**src/rtl/mapper_pkg.sv**
```systemverilog
package mapper_pkg;
  typedef enum logic [1:0] {
    BIN_NULL  = 2'd0,
    BIN_PILOT = 2'd1,
    BIN_DATA  = 2'd2
  } bin_kind_e;
endpackage

```
**src/rtl/mapper_cfg_latch.sv**
```systemverilog
module mapper_cfg_latch #(
  parameter int CW = 9,
  parameter int SW = 10,
  parameter int GW = 8
) (
  input  logic          clk,
  input  logic          rst,
  input  logic          load,
  input  logic [CW-1:0] cfg_nfft,
  input  logic [CW-1:0] cfg_nused,
  input  logic [SW-1:0] cfg_nsym,
  input  logic [GW-1:0] cfg_guard,
  output logic [CW-1:0] nfft_q,
  output logic [SW-1:0] nsym_q,
  output logic [CW-1:0] lo_q,
  output logic [CW-1:0] hi_q,
  output logic [GW-1:0] guard_q
);
  logic [CW-1:0] lo_next;

  // low edge of the used band: half of the null carriers
  assign lo_next = (cfg_nfft - cfg_nused) >> 1;

  always_ff @(posedge clk) begin
    if (rst || load) begin
      nfft_q  <= cfg_nfft;
      nsym_q  <= cfg_nsym;
      lo_q    <= lo_next;
      hi_q    <= lo_next + cfg_nused;
      guard_q <= cfg_guard;
    end
  end
endmodule

```
**src/rtl/mapper_walker.sv**
```systemverilog
module mapper_walker #(
  parameter int CW = 9,
  parameter int SW = 10
) (
  input  logic          clk,
  input  logic          rst,
  input  logic          step,
  input  logic [CW-1:0] nfft,
  input  logic [SW-1:0] nsym,
  output logic [CW-1:0] bin_q,
  output logic [SW-1:0] sym_q,
  output logic          frame_end
);
  logic last_bin;

  assign last_bin  = (bin_q == nfft - CW'(1));
  assign frame_end = last_bin && (sym_q == nsym);

  always_ff @(posedge clk) begin
    if (rst) begin
      bin_q <= '0;
      sym_q <= '0;
    end else if (step) begin
      if (last_bin) begin
        bin_q <= '0;
        sym_q <= (sym_q == nsym) ? '0 : sym_q + SW'(1);
      end else begin
        bin_q <= bin_q + CW'(1);
      end
    end
  end
endmodule

```
**src/rtl/mapper_classify.sv**
```systemverilog
module mapper_classify
  import mapper_pkg::*;
#(
  parameter int CW = 9,
  parameter int SW = 10
) (
  input  logic [CW-1:0] bin,
  input  logic [SW-1:0] sym,
  input  logic [CW-1:0] lo,
  input  logic [CW-1:0] hi,
  output bin_kind_e     kind
);
  logic in_band;

  assign in_band = (bin >= lo) && (bin < hi);

  always_comb begin
    if (!in_band)         kind = BIN_NULL;
    else if (sym == '0)   kind = BIN_PILOT;
    else                  kind = BIN_DATA;
  end
endmodule

```
**src/rtl/subcarrier_mapper.sv**
```systemverilog
module subcarrier_mapper
  import mapper_pkg::*;
#(
  parameter int DW       = 12,
  parameter int NFFT_MAX = 256,
  parameter int NSYM_MAX = 1023,
  parameter int GW       = 8,
  parameter int PILOT_RE = 1448
) (
  input  logic                             clk,
  input  logic                             rst,
  input  logic [$clog2(NFFT_MAX+1)-1:0]    cfg_nfft,
  input  logic [$clog2(NFFT_MAX+1)-1:0]    cfg_nused,
  input  logic [$clog2(NSYM_MAX+1)-1:0]    cfg_nsym,
  input  logic [GW-1:0]                    cfg_guard,
  input  logic                             in_valid,
  output logic                             in_ready,
  input  logic [DW-1:0]                    in_i,
  input  logic [DW-1:0]                    in_q,
  output logic                             o_valid,
  output logic [DW-1:0]                    o_i,
  output logic [DW-1:0]                    o_q,
  output logic [$clog2(NFFT_MAX+1)-1:0]    o_bin,
  output logic                             o_sym_start,
  output logic                             o_frame_start,
  output logic [GW-1:0]                    o_guard
);
  localparam int CW = $clog2(NFFT_MAX + 1);
  localparam int SW = $clog2(NSYM_MAX + 1);
  localparam logic [DW-1:0] PILOT_WORD = DW'(PILOT_RE);

  logic [CW-1:0] nfft_sh, lo_sh, hi_sh, bin_c;
  logic [SW-1:0] nsym_sh, sym_c;
  logic [GW-1:0] guard_sh;
  logic          frame_end, step, load;
  bin_kind_e     kind;

  assign step     = !rst && ((kind != BIN_DATA) || in_valid);
  assign load     = step && frame_end;
  assign in_ready = !rst && (kind == BIN_DATA);

  mapper_cfg_latch #(.CW(CW), .SW(SW), .GW(GW)) cfg_i (
    .clk(clk), .rst(rst), .load(load),
    .cfg_nfft(cfg_nfft), .cfg_nused(cfg_nused),
    .cfg_nsym(cfg_nsym), .cfg_guard(cfg_guard),
    .nfft_q(nfft_sh), .nsym_q(nsym_sh),
    .lo_q(lo_sh), .hi_q(hi_sh), .guard_q(guard_sh)
  );

  mapper_walker #(.CW(CW), .SW(SW)) walk_i (
    .clk(clk), .rst(rst), .step(step),
    .nfft(nfft_sh), .nsym(nsym_sh),
    .bin_q(bin_c), .sym_q(sym_c), .frame_end(frame_end)
  );

  mapper_classify #(.CW(CW), .SW(SW)) cls_i (
    .bin(bin_c), .sym(sym_c), .lo(lo_sh), .hi(hi_sh), .kind(kind)
  );

  always_ff @(posedge clk) begin
    if (rst) begin
      o_valid       <= 1'b0;
      o_i           <= '0;
      o_q           <= '0;
      o_bin         <= '0;
      o_sym_start   <= 1'b0;
      o_frame_start <= 1'b0;
      o_guard       <= '0;
    end else begin
      o_valid       <= step;
      o_guard       <= guard_sh;
      o_sym_start   <= step && (bin_c == '0);
      o_frame_start <= step && (bin_c == '0) && (sym_c == '0);
      if (step) o_bin <= bin_c;
      if (step && kind == BIN_DATA) begin
        o_i <= in_i;
        o_q <= in_q;
      end else if (step && kind == BIN_PILOT) begin
        o_i <= PILOT_WORD;
        o_q <= '0;
      end else begin
        o_i <= '0;
        o_q <= '0;
      end
    end
  end
endmodule

```
**config.mk**
```make
export PLATFORM = sky130hd
export DESIGN_NAME = subcarrier_mapper
export DESIGN_NICKNAME = d
export VERILOG_FILES = /design/src/rtl/mapper_pkg.sv /design/src/rtl/mapper_cfg_latch.sv /design/src/rtl/mapper_walker.sv /design/src/rtl/mapper_classify.sv /design/src/rtl/subcarrier_mapper.sv
export SDC_FILE = /design/constraint.sdc
export NUM_CORES = 1
export LEC_CHECK = 0
export BUFFER_PORTS_ARGS = -buffer_cell sky130_fd_sc_hd__buf_2
export CELL_PAD_IN_SITES_DETAIL_PLACEMENT = 0
export CELL_PAD_IN_SITES_GLOBAL_PLACEMENT = 1
export CORE_MARGIN = 2
export CORE_UTILIZATION = 40
export CTS_BUF_LIST = sky130_fd_sc_hd__clkbuf_2 sky130_fd_sc_hd__clkbuf_4 sky130_fd_sc_hd__clkbuf_8
export DETAILED_ROUTE_END_ITERATION = 8
export GPL_TIMING_DRIVEN = 1
export HOLD_SLACK_MARGIN = 0.08
export PLACE_DENSITY = 0.8
export SLEW_MARGIN = 30
export SYNTH_ARGS = -nofsm -noshare
export SYNTH_HDL_FRONTEND = slang
export SYNTH_HIERARCHICAL = 1
export SYNTH_SLANG_ARGS = --single-unit
```
**constraint.sdc**
```tcl
create_clock -name clk -period 3.46 [get_ports clk]
set_input_delay 0.865 -clock clk [delete_from_list [all_inputs] [get_ports clk]]
set_output_delay 0.865 -clock clk [all_outputs]
set_load 0.01 [all_outputs]
```
# Word level (Yosys, flattened, before mapping)
# Cells that the tools add are included.
[word_totals]
ff_bits = 107
latch_bits = 0
ramBits = 0
romBits = 0
input_bits = 63
out_inout_bits = 45
wordCells = 49
memories = 0
[classes]
n_addsub = 5
mul = 0
n_div = 0
n_lt_le_gt_ge = 2
n_eq_ne = 5
shifts = 0
mux = 6
bitwise = 1
reduce_logical = 16
[op_table]
columns = ["cell", "n"]
rows = [
  ["2-to-1 mux 12 bit", 1],
  ["2-to-1 mux 11 bit", 1],
  ["adder 10 x 1 -> 10 bit (second input constant)", 1],
  ["equality test 10 bit", 1],
  ["logical NOT 10 bit", 1],
  ["2-to-1 mux 10 bit", 1],
  ["adder 8 x 9 -> 9 bit", 1],
  ["adder 9 x 1 -> 9 bit (second input constant)", 1],
  ["equality test 9 bit", 1],
  [">= comparator 9 x 8 -> 1 bit", 1],
  ["logical AND 1 bit", 9],
  ["logical NOT 9 bit", 1],
  ["< comparator 9 bit", 1],
  ["2-to-1 mux 9 bit", 1],
  ["subtractor 9 x 1 -> 9 bit (second input constant)", 1],
  ["subtractor 9 bit", 1],
  ["2-to-1 mux 2 bit", 2],
  ["equality test 2 x 1 -> 1 bit (second input constant)", 1],
  ["equality test 2 bit (second input constant)", 1],
  ["logical OR 1 bit", 2],
  ["inequality test 2 bit (second input constant)", 1],
  ["AND reduction 2 bit", 1],
  ["OR reduction 2 bit", 1],
  ["logical NOT 1 bit", 1],
  ["NOT 1 bit", 1],
]

# Depth between registers and ports, before layout
[logic_depth]
ltp_word = 9
depth_mapped = 15
depth_no_buf = 14

# Cells and area by module
# The synthesis kept the hierarchy.
[by_module_without_submodules]
columns = ["mod", "n_inst", "cells_per_inst", "area_per_inst_um2", "seq_area_each_um2"]
rows = [
  ["mapper_cfg_latch", 1, 137, 2031.9, 1321.3],
  ["mapper_walker", 1, 178, 1410.1, 380.4],
  ["subcarrier_mapper", 1, 116, 1335.0, 880.8],
  ["mapper_classify", 1, 65, 444.2, 0.0],
]

# Worst setup path before layout
# No wires, ideal clock.
[synth_path]
kind = "input port to flip-flop"
startpoint = "in cfg_nused[2]"
endpoint = "reg cfg_i.hi_q[7], data pin"
setup_ns = 0.259
t_arrival_ns = 3.045
slack_ns = 0.156
path_stages = 11
path_buffers = 0
cell_sequence = "inv_1 -> ha_1 -> a21o_1 -> a31o_1 -> a2111o_1 -> o2111ai_1 -> ha_1 -> a21o_1 -> a31o_1 -> a41oi_1 -> xnor2_1"
[synth_via]
elab_chain_cells = 2
[synth_lines]
columns = ["element", "line_no", "rtl"]
rows = [
  ["start: declaration", "subcarrier_mapper.sv:13", "input logic [$clog2(NFFT_MAX+1)-1:0] cfg_nused,"],
  ["subtractor 9 bit", "mapper_cfg_latch.sv:22", "assign lo_next = (cfg_nfft - cfg_nused) >> 1;"],
  ["via cfg_i.lo_next[4]", "mapper_cfg_latch.sv:19", "logic [CW-1:0] lo_next;"],
  ["adder 8 x 9 -> 9 bit", "mapper_cfg_latch.sv:29", "hi_q <= lo_next + cfg_nused;"],
  ["end signal: assignment", "mapper_cfg_latch.sv:29", ""],
  ["end: declaration", "mapper_cfg_latch.sv:16", "output logic [CW-1:0] hi_q,"],
]
# The timed path passes the listed nets, and every way through them passes these cells.
# A chain may end at the register's enable or synchronous reset.

# Worst setup path after layout
[layout_path]
startpoint = "reg cfg_i.hi_q[2]"
endpoint = "out in_ready"
[layout_via]
elab_chain_cells = 5
[layout_lines]
columns = ["element", "line_no", "rtl"]
rows = [
  ["< comparator 9 bit", "mapper_classify.sv:15", "assign in_band = (bin >= lo) && (bin < hi);"],
  ["logical AND 1 bit", "mapper_classify.sv:15", ""],
  ["2-to-1 mux 2 bit", "mapper_classify.sv:18", "if (!in_band) kind = BIN_NULL;"],
  ["via kind[0]", "subcarrier_mapper.sv:36", "bin_kind_e kind;"],
  ["equality test 2 bit", "subcarrier_mapper.sv:40", "assign in_ready = !rst && (kind == BIN_DATA);"],
  ["logical AND 1 bit", "subcarrier_mapper.sv:40", ""],
  ["end: declaration", "subcarrier_mapper.sv:17", "output logic in_ready,"],
]
# The timed path passes the listed nets, and every way through them passes these cells.

==> out/metrics.csv <==
metric,value,unit
n_fill_cell,1208,
grt_usage,17.15,%
synth_fa_ha_area_share,9.154,%
drt_wl_total,11.50,mm
place.gp.congestion,0.8790,
remaining_drc_errors,0,
synth_warnings,6,
portBuffers,107,
fin_nets,722,
grt_start_max_net_pins,35,
yosys.area_share.simple,19.15,%
drt-initial-drc-count,206,
cts.sinks,107,
detail-route-antenna-nets,0,
synthFlopType,dfxtp_1,
startpoint_type,register,
rows,41,
avgSynthCellArea,10.53,sq um
synth-edff-count,44,
core,12670,sq um
hp-class,reg2reg,
antenna_found_initial,0,
slew_headroom,38.78,%
worst-setup-path-type,reg2out,
grtUsageMet1,20.85,%
whs,0.4576,ns
synthMuxAreaShare,1.917,%
grt_use_met3,2.992,%
dieArea,13980,sq um
syn-instance-count,496,
synthToLayoutAreaGrowth,20.75,%
path_clk_slew,0.10,ns
clockBufferDepth,2,
synthesis.area,5221,sq um
viasPerCell,5.100,
post-dp-hpwl,8.792,mm
finalClockSkew,0.007344,ns
critPathRequiredTime,2.59,ns
synth-async-reset-ratio,0,%
finalMaxSlewViolations,0,
grt_overflow,0,
p_total,2733,uW
dr_total_vias,4075,
ff2ff_path_depth,15,
synth_compound_area_share,10.33,%
cts_hold_buf,0,
htreeDepth,3,
worstReg2RegStart,cfg_i/hi_q[2],
drive_above_1_share,25.20,%
crit_start,cfg_i/hi_q[2],
cp_max_fo,3,
grt_pass1_vias,4096,
status,finished clean,
timing.max_cap.violations,0,
setup_viol,0,
grt_pass1_wl,19.37,mm
fin_crit_sh,92.28,%
finalHoldViolations,0,
diodes,0,
p_per_area,433.6,nW/um^2
cts_root_buf,clkbuf_8,
clk_latency,0.38,ns
p_leak,0.002951,uW
yosysSeqAreaShare,49.46,%
syn_nets,596,
min_period,3.193,ns
busiest_layer,met2,
io_pins,108,
wl_per_cell,14.39,um
r2r_slack,0.31,ns
setup.worst_path.end_class,output pin,
fmax,313.2,MHz
cts_tree,built,
firstDrtPassIters,4,
worst_slew_pin_slew,0.9113,ns
grtUsageMet2,29.95,%
synth-xor-area-share,6.207,%
vdd.ir_drop.worst,0.0001634,V
rsz0062_at_grt,no,
reg2reg_to,walk_i/bin_q[7],
cts_buffers,9,
synth_top_family_by_area,simple AND/OR/NAND/NOR gates,
arrival,2.33,ns
die_w,118.3,um
die_height,118.3,um
cp-endpoint,in_ready,
yosys_register_bits,107,
netlist-cell-type-count,56,
start_util,41.21,%
[Yosys cell counts, types with 10 or more instances]
master	number	area, sq um
dfxtp_1	63	1261
edfxtp_1	44	1321
ha_1	35	437.9
inv_1	34	127.6
a21oi_1	31	155.2
and3_1	28	175.2
nor2_1	28	105.1
xor2_1	24	210.2
nand2_1	23	86.33
nand3_1	15	75.07
nor2b_1	13	81.33
nor3_1	13	65.06
o21ai_0	13	65.06
xnor2_1	13	113.9
a21o_1	11	82.58
clkbuf_1	11	41.29
mux2i_1	10	100.1
[state kept, by name, indices dropped and copies added (netlist names), 8 cells and up]
name / cells
walk_i/sym_q: 10
cfg_i/guard_q: 8
o_guard: 8
cfg_i/nsym_q: 10
o_i: 12
cfg_i/hi_q: 9
o_q: 12
cfg_i/lo_q: 8
walk_i/bin_q: 9
cfg_i/nfft_q: 9
o_bin: 9
[report_power, final]
part           leakage [uW]  internal, uW  total (uW)  switching [uW]
sequential         0.000942          1420        1460            34.9
clock              0.000104           348         801             453
combinational       0.00190           220         477             257
[per-stage QoR]
| step | std cells | TNS [ns] | instance area [sq um] | worst slack, ns | utilization, % |
|---|---|---|---|---|---|
| final | 799 | 0 | 6305 | 0.2672 | 49.76 |
| after global routing | 799 | 0 | 6305 | 0.01609 | 49.76 |
| after CTS | 799 | 0 | 6304 | 0.1539 | 49.75 |
| after detailed placement | 783 | -0.02062 | 6092 | -0.02062 | 48.08 |
| after global placement | 783 | 0 | 6092 | 0.03674 | 48.08 |
| after floorplan | 496 | 0 | 5221 | 0.1556 | - |
[worst min-delay path by stage]
stage / start / to / slack (ns) / cells after the start
finish: cfg_i/guard_q[2] / o_guard[2] / 0.46 / 1
global route: cfg_i/guard_q[0] / o_guard[0] / 0.48 / 1
CTS: cfg_i/guard_q[2] / o_guard[2] / 0.46 / 1
detailed placement: cfg_i/guard_q[2] / o_guard[2] / 0.44 / 1
global placement: cfg_i/guard_q[4] / o_guard[4] / 0.43 / 1
floorplan: cfg_i/guard_q[0] / o_guard[0] / 0.43 / 1
[logic make-up after synthesis]
family	after synthesis
buffers and inverters	50
AOI/OAI and AO/OA	83
DFF	107
other	1
adders and majority gates	37
xor gates and xnor gates	37
muxes	10
and+or+nand+nor	171
[what timing repair did]
action                     CTS  global route
gates resized for setup      0             2
setup endpoints to repair    0            31
buffers inserted             0             0
[worst max-delay path: stages, from the launching register on]
cell and delay [ns]:
edfxtp_1 0.33, inv_1 0.04, ha_1 0.29, nand2_1 0.06, o21ai_1 0.19, nand3_1 0.12, a211o_1 0.34, and3_1 0.22
nor3b_2 0.19, buf_2 0.17
[cells in the final DEF, fill, tap and decap left out, drive strengths merged, types with 5 or more instances in the layout]
cell type | netlist | routed
a21o | 11 | 11
a21oi | 31 | 31
a31oi | 7 | 7
and2 | 6 | 6
and3 | 28 | 28
buf | 4 | 130
clkbuf | 11 | 9
dfxtp | 63 | 63
edfxtp | 44 | 44
ha | 35 | 35
inv | 35 | 37
mux2i | 10 | 10
nand2 | 23 | 23
nand3 | 15 | 15
nand4 | 5 | 5
nand4b | 5 | 5
nor2 | 28 | 28
nor2b | 13 | 13
nor3 | 15 | 15
nor3b | 5 | 5
nor4 | 6 | 6
o21ai | 15 | 15
or4 | 7 | 7
xnor2 | 13 | 13
xor2 | 24 | 24
[per-layer routing]
metal  share of wire [%]  wire, um
met3                 4.1       470
met5                   0         0
met2                  50      5787
met4                 1.8       208
met1                  44      5034
[cell type report]
class	count	area (sq um)	share of cell area, %
well taps	172	215.2	3.413
inverters	35	131.4	2.084
clock inverters	7	87.58	1.389
clock buffers	9	123.9	1.965
repair buffers	130	708.2	11.23
multi-input cells	339	2455	38.94
flip-flops and latches	107	2584	40.98
(Power assumes the default switching activity.)
